File: src/rtl/pw_pkg.sv
package pw_pkg;
    localparam int PLANES = 4;
    localparam int LANE_W = 8;
    localparam int WORD_W = PLANES * LANE_W;
    localparam int ROT_W  = $clog2(LANE_W);

    typedef logic [LANE_W-1:0] lane_t;
    typedef logic [WORD_W-1:0] word_t;
    typedef logic [PLANES-1:0] plane_vec_t;

    typedef enum logic [1:0] {
        WM_SUBST  = 2'b00,
        WM_LATCH  = 2'b01,
        WM_EXPAND = 2'b10,
        WM_FILL   = 2'b11
    } wmode_e;

    typedef enum logic [1:0] {
        LF_COPY = 2'b00,
        LF_AND  = 2'b01,
        LF_OR   = 2'b10,
        LF_XOR  = 2'b11
    } lfn_e;

    // Data, select mask and bypass flag leaving the write-mode stage
    typedef struct packed {
        word_t data;
        lane_t mask;
        logic  bypass;
    } stage_t;

    function automatic lane_t rot_right(lane_t v, logic [ROT_W-1:0] n);
        logic [2*LANE_W-1:0] dbl;
        dbl = {v, v} >> n;
        return dbl[LANE_W-1:0];
    endfunction

    function automatic word_t combine(lfn_e f, word_t a, word_t b);
        case (f)
            LF_AND:  return a & b;
            LF_OR:   return a | b;
            LF_XOR:  return a ^ b;
            default: return a;
        endcase
    endfunction
endpackage

File: src/rtl/pw_rotate.sv
module pw_rotate
    import pw_pkg::*;
(
    input  lane_t             din,
    input  logic [ROT_W-1:0]  count,
    output lane_t             dout
);
    always_comb begin
        dout = rot_right(din, count);
    end
endmodule

File: src/rtl/pw_mode_unit.sv
module pw_mode_unit
    import pw_pkg::*;
(
    input  wmode_e     mode,
    input  lane_t      rotated,
    input  plane_vec_t host_low,
    input  plane_vec_t set_rst,
    input  plane_vec_t set_rst_en,
    input  lane_t      bit_mask,
    output stage_t     result
);
    word_t subst_w;
    word_t expand_w;
    word_t fill_w;

    for (genvar b = 0; b < PLANES; b++) begin : g_plane
        assign subst_w[b*LANE_W +: LANE_W]  = set_rst_en[b] ? {LANE_W{set_rst[b]}} : rotated;
        assign expand_w[b*LANE_W +: LANE_W] = {LANE_W{host_low[b]}};
        assign fill_w[b*LANE_W +: LANE_W]   = {LANE_W{set_rst[b]}};
    end

    always_comb begin
        result.bypass = 1'b0;
        result.mask   = bit_mask;
        result.data   = subst_w;
        case (mode)
            WM_LATCH: begin
                result.bypass = 1'b1;
                result.data   = '0;
            end
            WM_EXPAND: result.data = expand_w;
            WM_FILL: begin
                result.data = fill_w;
                result.mask = rotated & bit_mask;
            end
            default: ;
        endcase
    end
endmodule

File: src/rtl/pw_combine.sv
module pw_combine
    import pw_pkg::*;
(
    input  stage_t st,
    input  lfn_e   fn,
    input  word_t  latch,
    output word_t  dout
);
    word_t alu_w;
    word_t sel_w;

    assign alu_w = combine(fn, st.data, latch);

    for (genvar b = 0; b < PLANES; b++) begin : g_plane
        for (genvar n = 0; n < LANE_W; n++) begin : g_bit
            assign sel_w[b*LANE_W + n] = st.mask[n] ? alu_w[b*LANE_W + n]
                                                    : latch[b*LANE_W + n];
        end
    end

    assign dout = st.bypass ? latch : sel_w;
endmodule

File: src/rtl/planar_write_dp.sv
module planar_write_dp
    import pw_pkg::*;
(
    input  logic        clk,
    input  logic        rst,
    input  logic        wr_stb,
    input  logic [7:0]  host_byte,
    input  logic [31:0] latch_word,
    input  logic [2:0]  rot_count,
    input  logic [1:0]  wr_mode,
    input  logic [3:0]  set_rst,
    input  logic [3:0]  set_rst_en,
    input  logic [1:0]  logic_fn,
    input  logic [7:0]  bit_mask,
    output logic [31:0] out_word,
    output logic        out_valid
);
    lane_t  rotated;
    stage_t mode_st;
    word_t  next_word;

    pw_rotate u_rot (
        .din   (host_byte),
        .count (rot_count),
        .dout  (rotated)
    );

    pw_mode_unit u_mode (
        .mode       (wmode_e'(wr_mode)),
        .rotated    (rotated),
        .host_low   (host_byte[PLANES-1:0]),
        .set_rst    (set_rst),
        .set_rst_en (set_rst_en),
        .bit_mask   (bit_mask),
        .result     (mode_st)
    );

    pw_combine u_comb (
        .st    (mode_st),
        .fn    (lfn_e'(logic_fn)),
        .latch (latch_word),
        .dout  (next_word)
    );

    always_ff @(posedge clk) begin
        if (rst) begin
            out_word  <= '0;
            out_valid <= 1'b0;
        end else begin
            out_valid <= wr_stb;
            if (wr_stb) begin
                out_word <= next_word;
            end
        end
    end
endmodule

File: config.mk
export PLATFORM = sky130hd
export DESIGN_NAME = planar_write_dp
export DESIGN_NICKNAME = d
export VERILOG_FILES = /design/src/rtl/pw_pkg.sv /design/src/rtl/pw_rotate.sv /design/src/rtl/pw_mode_unit.sv /design/src/rtl/pw_combine.sv /design/src/rtl/planar_write_dp.sv
export SDC_FILE = /design/constraint.sdc
export NUM_CORES = 1
export LEC_CHECK = 0
export BUFFER_PORTS_ARGS = -buffer_cell sky130_fd_sc_hd__buf_4
export CAP_MARGIN = 20
export CORE_MARGIN = 4
export CORE_UTILIZATION = 57
export CTS_CLUSTER_SIZE = 12
export DETAILED_ROUTE_END_ITERATION = 6
export GPL_ROUTABILITY_DRIVEN = 1
export PLACE_DENSITY = 0.82
export SLEW_MARGIN = 40
export SYNTH_ARGS = -nofsm -noshare
export SYNTH_HDL_FRONTEND = slang
export SYNTH_SLANG_ARGS = --single-unit
File: constraint.sdc
create_clock -name clk -period 3.05 [get_ports clk]
set_input_delay 0.61 -clock clk [delete_from_list [all_inputs] [get_ports clk]]
set_output_delay 0.61 -clock clk [all_outputs]
set_load 0.01 [all_outputs]
==> results.json <==
{
  "synth_seq_cells": 33,
  "yosysUniqueCellTypes": 33,
  "slew_viol_final": 0,
  "clockRootBuffer": "clkbuf_8",
  "path_class": "in2reg",
  "r2r-start": "out_word[10]$_SDFFE_PP0P_",
  "relSlewSlack_pct": 54.0,
  "syn_area_per_cell_um2": 7.47,
  "fp.dieH_um": 100,
  "tightest_slew_ps": 690,
  "viasPerCell": 6.51,
  "num_vias": 5498,
  "io_buffers": 98,
  "hold_class": "in2reg",
  "drt_wl_total_mm": 16.7,
  "synthCells": 650,
  "drt_iter0_markers": 522,
  "worst_r2r_path_depth": 5,
  "ys.flop_type": "dfxtp_1",
  "fin_crit_sh_pct": 96.2,
  "crit_path_end": "out_word[11]$_SDFFE_PP0P_",
  "grt_usage_pct": 32.4,
  "cts_tree": "yes",
  "start_util_pct": 58.8,
  "leakagePower_nw": 2.69,
  "syn_to_final_growth_pct": 22.2,
  "r2r_end": "out_word[10]$_SDFFE_PP0P_",
  "pre_cts_ws_ps": -161,
  "postRouteAntennaNets": 0,
  "ios": 99,
  "fin_util_pct": 71.9,
  "clock_latency_ps": 300,
  "crit_path_start_kind": "primary input",
  "syn_area_mm2": 0.00486,
  "clock-sinks": 33,
  "yosysWarnings": 0,
  "rows": 33,
  "fin_ws_ps": 116,
  "ctsHoldBuffers": 0,
  "outcome": "finished clean",
  "fin_skew_ps": 0,
  "regToRegSetupSlack_ps": 1550,
  "fin_nets": 868,
  "grt_first_pass_wirelength_mm": 26.1,
  "post_dp_cell_area_mm2": 0.00576,
  "drcViolationCount": 0,
  "synth_nets": 780,
  "synth_edf_count": 0,
  "min_period_ps": 2930,
  "peakVddDrop_uv": 220,
  "finalSetupTns_ps": 0,
  "rsz0062_at_grt": "false",
  "crit_path_start": "rot_count[1]",
  "endpoint_kind": "register",
  "clockBufferDepth": 2,
  "fin_area_mm2": 0.00594,
  "antenna_found_initial": 0,
  "synth_top_area_share_pct": 16.5,
  "grt_max_degree": 66,
  "seq_area_frac_synth_pct": 13.6,
  "gp_congestion": 0.884,
  "hold_ws_ps": 562,
  "numCtsBuffers": 5,
  "wl_per_cell_um": 19.8,
  "diodes": 0,
  "synth.area.top_cells": "ha_1, dfxtp_1, nor2_1",
  "dp_hpwl_mm": 11.9,
  "setup_viol": 0,
  "synth_top_area_cell": "ha_1",
  "crit_path_max_fanout": 9,
  "coreArea_mm2": 0.00826,
  "grt_overflow_total": 0,
  "timing.fmax_mhz": 341,
  "die_w_um": 100,
  "die_area_mm2": 0.0101,
  "crit_arrival_ps": 3120,
  "h-tree-depth": 2,
  "grt_pass1_vias": 5332,
  "cellPowerDensity_mw_per_mm2": 328,
  "drtPass1Iterations": 7,
  "finalHoldViolations": 0,
  "layout-drive-gt1-share_pct": 23.3,
  "clk_pin_slew_ps": 80,
  "cp_data_required_time_ps": 3240,
  "async_reset_ff_share_pct": 0,
  "cap_violations": 0
}
where the power goes:
part           total, mW  internal [mW]  switching [mW]
Sequential         0.518          0.486          0.0318
Combinational      0.965          0.427           0.538
Clock              0.464          0.267           0.197
routing by layer:
layer	track usage, %	up-vias	share of wire [%]
li1	-	2547	-
met1	41.4	2547	40
met2	51.8	337	45
met3	6.60	67	10
met4	16.0	0	4.9
met5	0	-	0
cell families (layout without fill, tap and decap cells):
family | Yosys count | after routing | share of synthesized area [%]
adders and majority gates | 64 | 64 | 16.5
muxes | 21 | 21 | 6.39
AOI/OAI and AO/OA | 198 | 198 | 32.9
buffers and inverters | 109 | 198 | 8.73
DFF | 33 | 33 | 13.6
and+or+nand+nor | 225 | 225 | 21.9
worst min-delay path by stage:
stage / to / slack, ps / from / cells after the start
after floorplan: out_word[0]$_SDFFE_PP0P_ / 680 / out_word[0]$_SDFFE_PP0P_ / 3
after global placement: out_word[17]$_SDFFE_PP0P_ / 620 / out_word[17]$_SDFFE_PP0P_ / 3
after detailed placement: out_word[4]$_SDFFE_PP0P_ / 640 / out_word[4]$_SDFFE_PP0P_ / 3
after CTS: out_word[21]$_SDFFE_PP0P_ / 560 / latch_word[21] / 2
after global routing: out_word[4]$_SDFFE_PP0P_ / 580 / latch_word[4] / 2
final: out_word[29]$_SDFFE_PP0P_ / 560 / latch_word[29] / 2
critical path: stages:
cell	delay (ps)
buf_4	160
mux2_2	410
mux4_2	590
nor2_1	140
o21a_1	160
ha_1	240
nor2b_1	110
o21ai_0	120
o211ai_1	160
a2111oi_2	80
a311o_1	330
registers in the layout, summed over array words and instances (netlist names):
| name | cells |
|---|---|
| out_valid | 1 |
| out_word | 32 |
synthesized netlist by cell type (4+ instances only):
master and n:
nor3_1 34, a2111oi_0 32, dfxtp_1 33, o21ai_0 38
mux2_4 6, and3_1 8, nand2_1 18, mux2_2 6
mux4_2 5, nand2b_1 5, inv_1 56, a31oi_4 5
o211ai_1 42, mux2i_1 4, buf_1 9, o21a_1 32
o22ai_1 6, nor2b_1 52, a311o_1 32, nor2_1 103
clkbuf_1 37, ha_1 64, buf_2 6
cell usage in the layout (no fill, tap or decap), types with 5 or more instances in the layout:
| master | synthesis | routed |
|---|---|---|
| o211ai_1 | 42 | 42 |
| nand2b_1 | 5 | 5 |
| a2111oi_1 | 0 | 7 |
| mux4_2 | 5 | 5 |
| a31oi_4 | 5 | 5 |
| o22ai_1 | 6 | 5 |
| a2111oi_0 | 32 | 22 |
| nand2_1 | 18 | 18 |
| mux2_4 | 6 | 6 |
| o21a_1 | 32 | 32 |
| inv_1 | 56 | 56 |
| o21ai_0 | 38 | 38 |
| nor2_1 | 103 | 103 |
| ha_1 | 64 | 64 |
| buf_4 | 0 | 134 |
| and3_1 | 8 | 8 |
| nor2b_1 | 52 | 52 |
| dfxtp_1 | 33 | 33 |
| nor3_1 | 34 | 34 |
| a311o_1 | 32 | 32 |
| mux2_2 | 6 | 6 |
| clkbuf_8 | 0 | 6 |
stage by stage:
stage | power, mW | std cells
2_1_floorplan | 1.07 | 650
3_3_place_gp | 1.42 | 833
3_5_place_dp | 1.45 | 833
4_1_cts | 1.91 | 841
5_1_grt | 2.05 | 844
6_report | 1.95 | 844
area by class of cell:
cell class | count | area (um2)
Inverter | 56 | 210
Timing Repair Buffer | 134 | 1010
Clock buffer | 7 | 86.3
Tap cell | 105 | 131
Multi-Input combinational cell | 508 | 3810
Fill cell | 688 | 2320
Clock inverter | 1 | 30.0
Sequential cell | 33 | 661
timing repair:
action,4_1_cts,5_1_grt
endpoints found under the setup margin,0,11
buffers inserted,0,3
resized for setup,0,16
Note: power is estimated with default switching activity, not from simulation.
